<file path="config.mk">
export PLATFORM = sky130hd
export DESIGN_NAME = ts_stim_buf
export DESIGN_NICKNAME = d
export VERILOG_FILES = /design/src/rtl/tsb_pkg.sv /design/src/rtl/tsb_store.sv /design/src/rtl/tsb_ptrs.sv /design/src/rtl/tsb_head.sv /design/src/rtl/ts_stim_buf.sv
export SDC_FILE = /design/constraint.sdc
export NUM_CORES = 1
export LEC_CHECK = 0
export BUFFER_PORTS_ARGS = -buffer_cell sky130_fd_sc_hd__buf_2
export CAP_MARGIN = 0
export CORE_UTILIZATION = 45
export CTS_CLUSTER_DIAMETER = 30
export CTS_CLUSTER_SIZE = 30
export DETAILED_ROUTE_END_ITERATION = 12
export GPL_TIMING_DRIVEN = 0
export HOLD_SLACK_MARGIN = 0.05
export PLACE_DENSITY = 0.71
export SLEW_MARGIN = 20
export SYNTH_ARGS = -nofsm -noshare
export SYNTH_HDL_FRONTEND = slang
export SYNTH_SLANG_ARGS = --single-unit
</file>
<file path="constraint.sdc">
create_clock -name clk -period 5.35 [get_ports clk]
set_input_delay 0.535 -clock clk [delete_from_list [all_inputs] [get_ports clk]]
set_output_delay 0.535 -clock clk [all_outputs]
set_load 0.01 [all_outputs]
</file>
<file path="src/rtl/tsb_pkg.sv">
package tsb_pkg;

    typedef struct packed {
        logic overrun;
        logic underrun;
    } tsb_err_t;

endpackage

</file>
<file path="src/rtl/tsb_store.sv">
module tsb_store #(
    parameter int DATA_W = 8,
    parameter int TS_W   = 8,
    parameter int DEPTH  = 8,
    localparam int AW    = $clog2(DEPTH),
    localparam int ENT_W = TS_W + DATA_W
) (
    input  logic              clk,
    input  logic              we,
    input  logic [AW-1:0]     waddr,
    input  logic [TS_W-1:0]   wts,
    input  logic [DATA_W-1:0] wdata,
    input  logic [AW-1:0]     raddr,
    output logic [TS_W-1:0]   rts,
    output logic [DATA_W-1:0] rdata
);

    logic [DEPTH-1:0][ENT_W-1:0] mem_d, mem_q;

    always_comb begin
        mem_d = mem_q;
        if (we) begin
            mem_d[waddr] = {wts, wdata};
        end
    end

    always_ff @(posedge clk) begin
        mem_q <= mem_d;
    end

    assign rts   = mem_q[raddr][ENT_W-1:DATA_W];
    assign rdata = mem_q[raddr][DATA_W-1:0];

endmodule

</file>
<file path="src/rtl/tsb_ptrs.sv">
module tsb_ptrs
    import tsb_pkg::*;
#(
    parameter int DEPTH = 8,
    localparam int AW    = $clog2(DEPTH),
    localparam int PTR_W = AW + 1
) (
    input  logic             clk,
    input  logic             rst_n,
    input  logic             push_req,
    input  logic             pop_req,
    input  logic             disc_req,
    input  logic [PTR_W-1:0] disc_val,
    input  logic             tick,
    input  logic             err_clr,
    output logic             push_ok,
    output logic             disc_ok,
    output logic [PTR_W-1:0] wr_ptr,
    output logic [PTR_W-1:0] rd_ptr,
    output logic             full,
    output logic             empty,
    output tsb_err_t         err
);

    typedef struct packed {
        logic [PTR_W-1:0] wr;
        logic [PTR_W-1:0] rd;
        tsb_err_t         err;
    } ptr_state_t;

    ptr_state_t st_d, st_q;
    logic [PTR_W-1:0] occ;
    logic [PTR_W-1:0] disc_dist;

    always_comb begin
        empty     = (st_q.wr == st_q.rd);
        full      = (st_q.wr[AW-1:0] == st_q.rd[AW-1:0]) && (st_q.wr[AW] != st_q.rd[AW]);
        occ       = st_q.wr - st_q.rd;
        disc_dist = disc_val - st_q.rd;
        push_ok   = push_req && !full;
        disc_ok   = disc_req && (disc_dist <= occ);

        st_d = st_q;
        if (push_ok) begin
            st_d.wr = st_q.wr + 1'b1;
        end
        if (disc_ok) begin
            st_d.rd = disc_val;
        end else if (pop_req && !disc_req) begin
            st_d.rd = st_q.rd + 1'b1;
        end
        st_d.err.overrun  = (st_q.err.overrun && !err_clr) || (push_req && full);
        st_d.err.underrun = (st_q.err.underrun && !err_clr) || (tick && empty);
    end

    always_ff @(posedge clk or negedge rst_n) begin
        if (!rst_n) begin
            st_q <= '0;
        end else begin
            st_q <= st_d;
        end
    end

    assign wr_ptr = st_q.wr;
    assign rd_ptr = st_q.rd;
    assign err    = st_q.err;

endmodule

</file>
<file path="src/rtl/tsb_head.sv">
module tsb_head #(
    parameter int TS_W = 8
) (
    input  logic            clk,
    input  logic            rst_n,
    input  logic            empty,
    input  logic [TS_W-1:0] head_ts,
    input  logic            tick,
    input  logic [TS_W-1:0] cycle,
    input  logic            ready,
    input  logic            disc_req,
    input  logic            disc_ok,
    output logic            offer,
    output logic            pop
);

    logic late_d, late_q;

    always_comb begin
        offer = tick && !empty && !disc_req && (late_q || (head_ts == cycle));
        pop   = offer && ready;

        late_d = late_q;
        if (disc_ok || pop) begin
            late_d = 1'b0;
        end else if (offer && !ready) begin
            late_d = 1'b1;
        end
    end

    always_ff @(posedge clk or negedge rst_n) begin
        if (!rst_n) begin
            late_q <= 1'b0;
        end else begin
            late_q <= late_d;
        end
    end

endmodule

</file>
<file path="src/rtl/ts_stim_buf.sv">
module ts_stim_buf
    import tsb_pkg::*;
#(
    parameter int DATA_W = 8,
    parameter int TS_W   = 8,
    parameter int DEPTH  = 8,
    localparam int AW    = $clog2(DEPTH),
    localparam int PTR_W = AW + 1
) (
    input  logic              clk,
    input  logic              rst_n,
    input  logic              host_push,
    input  logic [TS_W-1:0]   host_push_ts,
    input  logic [DATA_W-1:0] host_push_data,
    input  logic              host_rptr_wr,
    input  logic [PTR_W-1:0]  host_rptr_val,
    input  logic              host_err_clr,
    output logic [PTR_W-1:0]  wr_ptr,
    output logic [PTR_W-1:0]  rd_ptr,
    output logic              full,
    output logic              empty,
    output logic              err_overrun,
    output logic              err_underrun,
    input  logic              sim_tick,
    input  logic [TS_W-1:0]   sim_cycle,
    input  logic              sim_ready,
    output logic              sim_valid,
    output logic [DATA_W-1:0] sim_data
);

    logic      push_ok;
    logic      disc_ok;
    logic      pop;
    logic [TS_W-1:0] head_ts;
    tsb_err_t  err;

    tsb_ptrs #(.DEPTH(DEPTH)) u_ptrs (
        .clk      (clk),
        .rst_n    (rst_n),
        .push_req (host_push),
        .pop_req  (pop),
        .disc_req (host_rptr_wr),
        .disc_val (host_rptr_val),
        .tick     (sim_tick),
        .err_clr  (host_err_clr),
        .push_ok  (push_ok),
        .disc_ok  (disc_ok),
        .wr_ptr   (wr_ptr),
        .rd_ptr   (rd_ptr),
        .full     (full),
        .empty    (empty),
        .err      (err)
    );

    tsb_store #(.DATA_W(DATA_W), .TS_W(TS_W), .DEPTH(DEPTH)) u_store (
        .clk   (clk),
        .we    (push_ok),
        .waddr (wr_ptr[AW-1:0]),
        .wts   (host_push_ts),
        .wdata (host_push_data),
        .raddr (rd_ptr[AW-1:0]),
        .rts   (head_ts),
        .rdata (sim_data)
    );

    tsb_head #(.TS_W(TS_W)) u_head (
        .clk      (clk),
        .rst_n    (rst_n),
        .empty    (empty),
        .head_ts  (head_ts),
        .tick     (sim_tick),
        .cycle    (sim_cycle),
        .ready    (sim_ready),
        .disc_req (host_rptr_wr),
        .disc_ok  (disc_ok),
        .offer    (sim_valid),
        .pop      (pop)
    );

    assign err_overrun  = err.overrun;
    assign err_underrun = err.underrun;

endmodule

</file>
==> flow_summary.yaml, run 1 <==
critical_path:
  critPathKind: "reg -> reg"
  cpPeakStageDelay_ns: 0.83
  cp.depth: 13
  rrSetupSlack_ns: 0.68
  worstSetupEndpointType: "flip-flop"
  cp.required_ns: 5.63
  crit_family: "buffers and inverters"
  critPathLaunchType: "flip-flop"
  crit_buf_inv: 4
  cp-endpoint: "u_ptrs.rd_ptr[0]"
  r2r_start: "u_ptrs.rd_ptr[1]"
  r2r_cells: 13
  crit_path_start: "u_ptrs.rd_ptr[1]"
  crit_fanout: 10
  cp.arrival_ns: 4.95
  regToRegEndpoint: "u_ptrs.rd_ptr[0]"
  crit_slowest_cell: "o21ai_0"
  crit_chain: "buf_2 > buf_2 > buf_1 > inv_1 > ha_1 > a21o_1 > a21oi_1 > xor2_1 > ha_1 > and4_1 > o21ai_0 > nor2_1 > or3_1"
synth:
  synthXorXnorAreaFrac_pct: 1.78
  synth_top_family_by_area: "multiplexers"
  syn_area_per_cell_um2: 17.2
  synth_nets: 392
  async_reset_ff_share_pct: 7.91
  syn_inst: 343
  synth_area_um2: 5890
  synth_top_flop_cell: "edfxtp_1"
  yosysUniqueCellTypes: 40
  ys_ff_latch: 139
  synthAdderAreaFrac_pct: 3.23
  synthSimpleGateAreaFrac_pct: 5.65
  synth_seq_area_share_pct: 69.9
  synth-edff-count: 128
  yosysWarnings: 0
  synth_compound_area_share_pct: 4.93
  synthMuxAreaShare_pct: 12.6
detailed_routing:
  drc_errors: 0
  drt-pass1-iter-count: 4
  vias: 3223
  postRouteAntennaNets: 0
  routedWlPerCell_um: 19.3
  drt-initial-drc-count: 171
  avgViaCountPerCell: 5.27
  wl_um: 11800
sta:
  worst_pin_slew_ns: 1.08
  setup_viol: 0
  period_share_pct: 87.4
  slew_viol_final: 0
  slew_headroom_pct: 27.5
  period_needed_ns: 4.67
  hold_viol_final: 0
  max_freq_mhz: 214
  finalClockSkew_ns: 0.00943
  rsz0062_at_grt: "no"
die:
  start_util_pct: 46.5
  fp-row-count: 41
  io_pins: 56
  die_w_um: 116
  die_y_um: 116
  core-area_um2: 12700
  dieArea_um2: 13600
clocking:
  cts_max_path_buffers: 2
  post_cts_buffers: 0
  numClockSinks: 139
  clkLatencyLatePin_ns: 0.40
  cts_inserted_buffers: 17
  clk_pin_slew_ns: 0.06
  cts_resized: 0
  root_buffer: "clkbuf_16"
  cts_tree: "built"
  cts-htree-levels: 4
global_route:
  grtUsageTotal_pct: 19.1
  grt_pass1_wl_um: 18300
  grt-ovfl-total: 0
  antenna_found_initial: 0
  grt_start_max_net_pins: 17
  first_global_vias: 3344
final_layout:
  n_antenna_cell: 0
  area_growth_pct: 21.5
  nNetsFinal: 477
  fin_area_um2: 7160
  drive_gt1_share_pct: 30.1
  fin_util_pct: 56.5
placement:
  place_congestion: 0.780
  portBuffers: 55
  dp_hpwl_um: 8050
  dpl_cell_area_um2: 6520
power:
  leakagePower_nw: 2.67
  ir_drop_uv: 287
  powerDensity_nw_per_um2: 581
worst_hold_path:
  hp-class: "in -> reg"
job:
  cap_violations: 0
run_status:
  outcome: "finished, final reports clean"
-- placed cells by master (no fill, tap or decap), drive strengths merged, types with 4 or more instances in the layout --
cell type  synthesis  routed
a21oi              7       7
clkinv             0       5
mux4              21      21
clkbuf             2      20
xor2               6       6
a22oi             10      10
xnor2              6       6
nor2              12      12
inv               10      11
bufinv             0       5
edfxtp           128     128
dfrtp             11      11
o21ai              6       6
buf               10      75
nand3              5       5
mux2i             27      27
ha                12      12
a21o               4       4
nand2             34      34
-- kinds of logic after synthesis --
kind of cell,Yosys count
buffers and inverters,22
XOR/XNOR,12
multiplexers,48
flip-flops,139
adder cells (fa/ha/maj),14
AO/OA/AOI/OAI,37
AND/OR/NAND/NOR,71
-- registers in the layout, indices dropped and copies added, names as in the netlist --
signal / count
u_ptrs.rd_ptr: 4
u_head.late_q: 1
u_ptrs.err: 2
u_ptrs.wr_ptr: 4
u_store.mem_q: 128
-- cell usage after synthesis (all sizes together), types with 4 or more instances --
cell type	number	area share [%]
a21oi	7	0.59
buf	10	1.1
inv	10	0.64
nor2	12	0.76
xnor2	6	0.89
o21ai	6	0.51
mux2i	27	4.6
nand2	34	2.2
xor2	6	0.89
ha	12	2.5
mux4	21	8.0
edfxtp	128	65
dfrtp	11	4.7
a21o	4	0.51
a22oi	10	1.3
nand3	5	0.42
-- worst min-delay path by stage --
stage,start,endpoint,slack [ns],depth (start not counted)
final,host_err_clr,u_ptrs.err[1],0.32,2
after global routing,host_err_clr,u_ptrs.err[0],0.33,2
after global placement,rst_n,u_ptrs.err[0],0.42,1
after detailed placement,rst_n,u_ptrs.err[1],0.43,1
after CTS,host_err_clr,u_ptrs.err[1],0.31,2
after floorplan,rst_n,u_head.late_q,0.24,0
-- where the power goes --
part	internal (mW)	leakage [nW]	switching, mW
Combinational	0.633	1.07	0.813
Sequential	1.39	1.29	0.0877
Clock	0.821	0.304	0.417
Total	2.84	2.67	1.32
-- metrics by stage --
stage / total power, mW / TNS, ns / hold slack, ns / cells / setup slack, ns
4_1_cts: 4.19 / 0 / 0.314 / 611 / 0.640
3_5_place_dp: 2.95 / 0 / 0.431 / 580 / 0.680
3_3_place_gp: 2.84 / -13.76 / 0.419 / 570 / -0.450
5_1_grt: 4.37 / 0 / 0.334 / 611 / 0.265
2_1_floorplan: 2.47 / 0 / 0.239 / 343 / 1.44
6_report: 4.16 / 0 / 0.318 / 611 / 0.676
-- final cells by class --
class / count / area [um^2]
timing repair buffer: 66 / 398
clock inverter: 12 / 198
clock buffer: 18 / 429
multi-input combinational: 182 / 1690
buffer: 12 / 72.6
inverter: 10 / 37.5
tap: 172 / 215
fill: 996 / 5520
sequential: 139 / 4120
-- routing by layer --
metal	share of wire, %	vias up	global-route usage, %
li1	-	1505	-
met1	43	1627	24.6
met2	52	81	32.7
met3	4.2	10	4.05
met4	0.73	0	5.56
met5	0	-	0
-- timing repair --
action | in CTS | in global routing
hold buffers | 1 | 0
hold endpoints to repair | 11 | 0
endpoints found under the setup margin | 0 | 0
(Power assumes the default switching activity.)
==> inputs of run 2 (changes only) <==
Settings changed: PLACE_DENSITY 0.71 to 0.75.
==> flow_summary.yaml, run 2 (synthesis gave the netlist of run 1 again) <==
run_status:
  outcome: "finished, final reports clean"
final_layout:
  drive_gt1_share_pct: 29.2
  largest_reg_flops: 128
  nNetsFinal: 477
  n_antenna_cell: 0
  final_common_cell: "edfxtp_1"
  fin_cells: 611
  mostFrequentLayoutCells: "edfxtp_1, buf_2, nand2_1"
  regMostFlops: "u_store.mem_q"
  area_growth_pct: 21.5
sta:
  slew_viol_final: 0
  hold_viol_final: 0
  max_freq_mhz: 215
  setup_viol: 0
  period_needed_ns: 4.65
  slew_headroom_pct: 33.6
  layout_setup_ws_ns: 0.703
  tns_ns: 0
  period_share_pct: 86.9
  worst_pin_slew_ns: 0.986
  finalClockSkew_ns: 0.0125
  rsz0062_at_grt: "no"
global_route:
  first_global_vias: 3370
  antenna_found_initial: 0
  grt-ovfl-total: 0
  grt_pass1_wl_um: 18200
  grt_start_max_net_pins: 17
  grtUsageTotal_pct: 19.4
clocking:
  cts_inserted_buffers: 17
  post_cts_buffers: 0
  cts_hold_buf: 1
  cts_resized: 0
  cts_tree: "built"
  cts_max_path_buffers: 2
  numClockSinks: 139
  root_buffer: "clkbuf_16"
  cts-htree-levels: 4
  clk_pin_slew_ns: 0.05
  clkLatencyLatePin_ns: 0.42
die:
  fp-row-count: 41
  start_util_pct: 46.5
  io_pins: 56
  die_y_um: 116
  core-area_um2: 12700
  die_w_um: 116
  dieArea_um2: 13600
critical_path:
  r2r_cells: 13
  r2r_start: "u_ptrs.rd_ptr[1]"
  cp.arrival_ns: 4.94
  crit_path_start: "u_ptrs.rd_ptr[1]"
  critPathKind: "reg -> reg"
  cp.required_ns: 5.64
  critPathLaunchType: "flip-flop"
  worstSetupEndpointType: "flip-flop"
  crit_fanout: 10
  rrSetupSlack_ns: 0.70
  regToRegEndpoint: "u_ptrs.rd_ptr[0]"
  cp-endpoint: "u_ptrs.rd_ptr[0]"
detailed_routing:
  routedWlPerCell_um: 19.3
  drt-initial-drc-count: 195
  wl_um: 11800
  drt-pass1-iter-count: 4
  drc_errors: 0
  avgViaCountPerCell: 5.31
  postRouteAntennaNets: 0
  vias: 3242
worst_hold_path:
  hp-start: "host_err_clr"
  hp-class: "in -> reg"
placement:
  pre_cts_ws_ns: 0.692
  dp_hpwl_um: 8080
  place_congestion: 0.740
  portBuffers: 55
  dpl.cell_count: 580
job:
  cap_violations: 0
power:
  powerDensity_nw_per_um2: 583
  leakagePower_nw: 2.67
  ir_drop_uv: 339
run 2: cell types whose count changed in the layout (fill, tap and decap cells not counted), sizes merged:
cell	delta
bufinv	+1
clkbuf	+1
clkinvlp	-1
inv	-1
run 2: worst min-delay path by stage:
stage	cells after the start	end	slack [ns]
finish	2	u_ptrs.err[1]	0.31
global route	2	u_ptrs.err[1]	0.30
CTS	2	u_ptrs.err[1]	0.30
detailed placement	1	u_ptrs.err[1]	0.43
global placement	1	u_ptrs.err[1]	0.42
floorplan	0	u_head.late_q	0.24
run 2: layout make-up:
cell class	count	area, um^2
Clock buffer	19	433
Fill cell	971	5520
Timing Repair Buffer	66	390
Multi-Input combinational cell	182	1690
Clock inverter	11	200
Buffer	12	72.6
Sequential cell	139	4120
Tap cell	172	215
Inverter	10	37.5
run 2: stage by stage:
| step | instance area (um^2) | hold WS [ns] | power [mW] | utilization [%] |
|---|---|---|---|---|
| 2_1_floorplan | 5890 | 0.239 | 2.47 | - |
| 3_3_place_gp | 6380 | 0.423 | 2.83 | 50.4 |
| 3_5_place_dp | 6510 | 0.426 | 2.93 | 51.4 |
| 4_1_cts | 7150 | 0.297 | 4.20 | 56.5 |
| 5_1_grt | 7150 | 0.305 | 4.39 | 56.5 |
| 6_report | 7150 | 0.311 | 4.17 | 56.5 |
run 2: worst max-delay path, cell delays in order, from the launching register on:
cell	delay, ns
dfrtp_1	0.51
buf_2	0.33
buf_2	0.37
buf_1	0.56
inv_1	0.22
ha_1	0.36
a21o_1	0.16
a21oi_1	0.17
xor2_1	0.18
ha_1	0.26
and4_1	0.19
o21ai_0	0.76
nor2_1	0.06
or3_1	0.38
run 2: report_power, final:
group	internal, mW	total [mW]	switching [mW]
clock network	0.860	1.27	0.406
logic	0.627	1.43	0.802
registers	1.39	1.48	0.0906
total	2.87	4.17	1.30
run 2: per-layer routing:
metal	vias to the layer above	track usage [%]	share of wire, %
li1	1513	-	-
met1	1619	23.7	43
met2	89	31.9	50
met3	21	6.23	5.3
met4	0	7.95	1.4
met5	-	0	0
==> inputs of run 3 (changes only) <==
Settings changed: ABC_AREA set to 1.
==> flow_summary.yaml, run 3 <==
run_status:
  outcome: "finished, final reports clean"
synth:
  yosysUniqueCellTypes: 27
  yosysWarnings: 0
  synth-edff-count: 128
  async_reset_ff_share_pct: 7.91
  yosysMostFrequentCell: "edfxtp_1"
  synth_top_area_share_pct: 62.6
  synth_nets: 612
  synth_top_cell_by_area: "edfxtp_1"
  synth_top_flop_cell: "edfxtp_1"
  ys_ff_latch: 139
  synth_seq_area_share_pct: 67.1
  synth_area_um2: 6140
  syn_area_per_cell_um2: 10.9
  syn_inst: 563
  synth_area_leaders: "edfxtp_1, nand2_1, nand3_1"
  synth_commonest_cells: "edfxtp_1, nand2_1, nor2_1, nand3_1, inv_1"
sta:
  finalHoldWorstSlack_ns: 0.323
  setup_viol: 0
  slew_viol_final: 0
  layout_setup_ws_ns: 1.29
  period_share_pct: 76.0
  slew_headroom_pct: 51.8
  max_freq_mhz: 246
  finalClockSkew_ns: 0.00960
  period_needed_ns: 4.06
  hold_viol_final: 0
  rsz0062_at_grt: "no"
  worst_pin_slew_ns: 0.723
final_layout:
  largest_reg_flops: 128
  area_growth_pct: 19.5
  final_common_cell: "edfxtp_1"
  regMostFlops: "u_store.mem_q"
  nNetsFinal: 697
  mostFrequentLayoutCells: "edfxtp_1, nand2_1, nor2_1"
  fin_cells: 837
  n_antenna_cell: 0
  fill_cells: 1098
  drive_gt1_share_pct: 17.5
clocking:
  cts_max_path_buffers: 2
  clkLatencyLatePin_ns: 0.41
  numClockSinks: 139
  cts_tree: "built"
  cts_inserted_buffers: 17
  cts-htree-levels: 4
  clk_pin_slew_ns: 0.06
  cts_resized: 0
  post_cts_buffers: 0
  root_buffer: "clkbuf_16"
worst_hold_path:
  hold_end: "u_ptrs.err[1]"
  hp-start: "host_err_clr"
  hp-class: "in -> reg"
  holdPathStages: 2
critical_path:
  r2r_start: "u_ptrs.rd_ptr[2]"
  rrSetupSlack_ns: 1.29
  cp.required_ns: 5.46
  critPathKind: "reg -> reg"
  regToRegEndpoint: "u_store.mem_q[125]"
  r2r_cells: 12
  cp.arrival_ns: 4.18
  worstSetupEndpointType: "flip-flop"
  crit_fanout: 11
  critPathLaunchType: "flip-flop"
die:
  dieArea_um2: 14100
  die_w_um: 119
  fp-row-count: 42
  die_y_um: 119
  io_pins: 56
  core-area_um2: 13300
  start_util_pct: 46.2
placement:
  place_congestion: 0.811
  portBuffers: 55
  dpl.cell_count: 804
  pre_cts_ws_ns: 1.36
  dp_hpwl_um: 9990
power:
  ir_drop_uv: 310
  leakagePower_nw: 2.99
  powerDensity_nw_per_um2: 586
  p_total_mw: 4.30
detailed_routing:
  drc_errors: 0
  routedWlPerCell_um: 17.3
  drt-pass1-iter-count: 5
  wl_um: 14500
  vias: 4437
  avgViaCountPerCell: 5.30
  postRouteAntennaNets: 0
  drt-initial-drc-count: 346
global_route:
  grtUsageTotal_pct: 22.0
  grt_start_max_net_pins: 17
  first_global_vias: 4456
  antenna_found_initial: 0
  grt_pass1_wl_um: 23200
  grt-ovfl-total: 0
job:
  cap_violations: 0
## run 3: how the worst max path moves through the flow
stage,startpoint,end
after global routing,u_ptrs.rd_ptr[2],u_store.mem_q[114]
final,u_ptrs.rd_ptr[2],u_store.mem_q[125]
after detailed placement,u_ptrs.rd_ptr[2],u_store.mem_q[114]
after global placement,u_ptrs.rd_ptr[2],u_store.mem_q[114]
after CTS,u_ptrs.rd_ptr[2],sim_valid
after floorplan,u_ptrs.rd_ptr[2],u_store.mem_q[112]
## run 3: area by class of cell
type / instances / area, um^2 / area share [%]
well taps: 176 / 220 / 3.00
multi-input cells: 350 / 1740 / 23.7
flip-flops and latches: 139 / 4120 / 56.1
repair buffers: 66 / 409 / 5.58
clock buffers: 24 / 472 / 6.43
inverters: 50 / 188 / 2.56
plain buffers: 24 / 119 / 1.62
clock inverters: 8 / 71.3 / 0.972
## run 3: per-stage QoR
step                      instance area (um^2)  TNS (ns)  util (%)
after CTS                                 7340         0      55.2
final                                     7340         0      55.2
after global placement                    6630     -2.68      49.9
after detailed placement                  6780         0      51.0
after floorplan                           6140         0         -
after global routing                      7340         0      55.2
## run 3: cell families (layout without fill, tap and decap cells)
logic type	Yosys count	in the layout	synth area share [%]
buf+inv	74	172	4.99
fa+ha+maj	14	14	3.10
compound gates	61	61	5.46
simple gates	265	265	17.9
xor+xnor	10	10	1.43
flops	139	139	67.1
## run 3: repair_timing
action | in CTS | in global routing
endpoints found under the hold margin | 11 | 0
hold buffers | 1 | 0
setup endpoints to repair | 0 | 0
## run 3: worst max-delay path, cell delays in order, from the launching register on
cell and delay [ns]:
dfrtp_1 0.41, inv_1 0.24, clkbuf_1 0.48, clkbuf_1 0.60, ha_1 0.40, inv_1 0.09, nor3_1 0.05, inv_1 0.06
nor2_1 0.08, nor2_1 0.25, nand2_1 0.22, nor3_2 0.58, buf_4 0.30
## run 3: power by group
| group | switching, mW | leakage, nW | internal (mW) | total (mW) |
|---|---|---|---|---|
| clock network | 0.413 | 0.268 | 0.660 | 1.07 |
| logic | 1.16 | 1.42 | 0.597 | 1.75 |
| registers | 0.0831 | 1.30 | 1.39 | 1.47 |
## run 3: routing by layer
metal | vias up | global-route usage [%] | part of all wire, %
met5 | - | 0 | 0
met4 | 0 | 9.34 | 2.6
met3 | 34 | 4.54 | 5.6
met2 | 163 | 36.7 | 49
met1 | 2147 | 27.9 | 42
li1 | 2093 | - | -
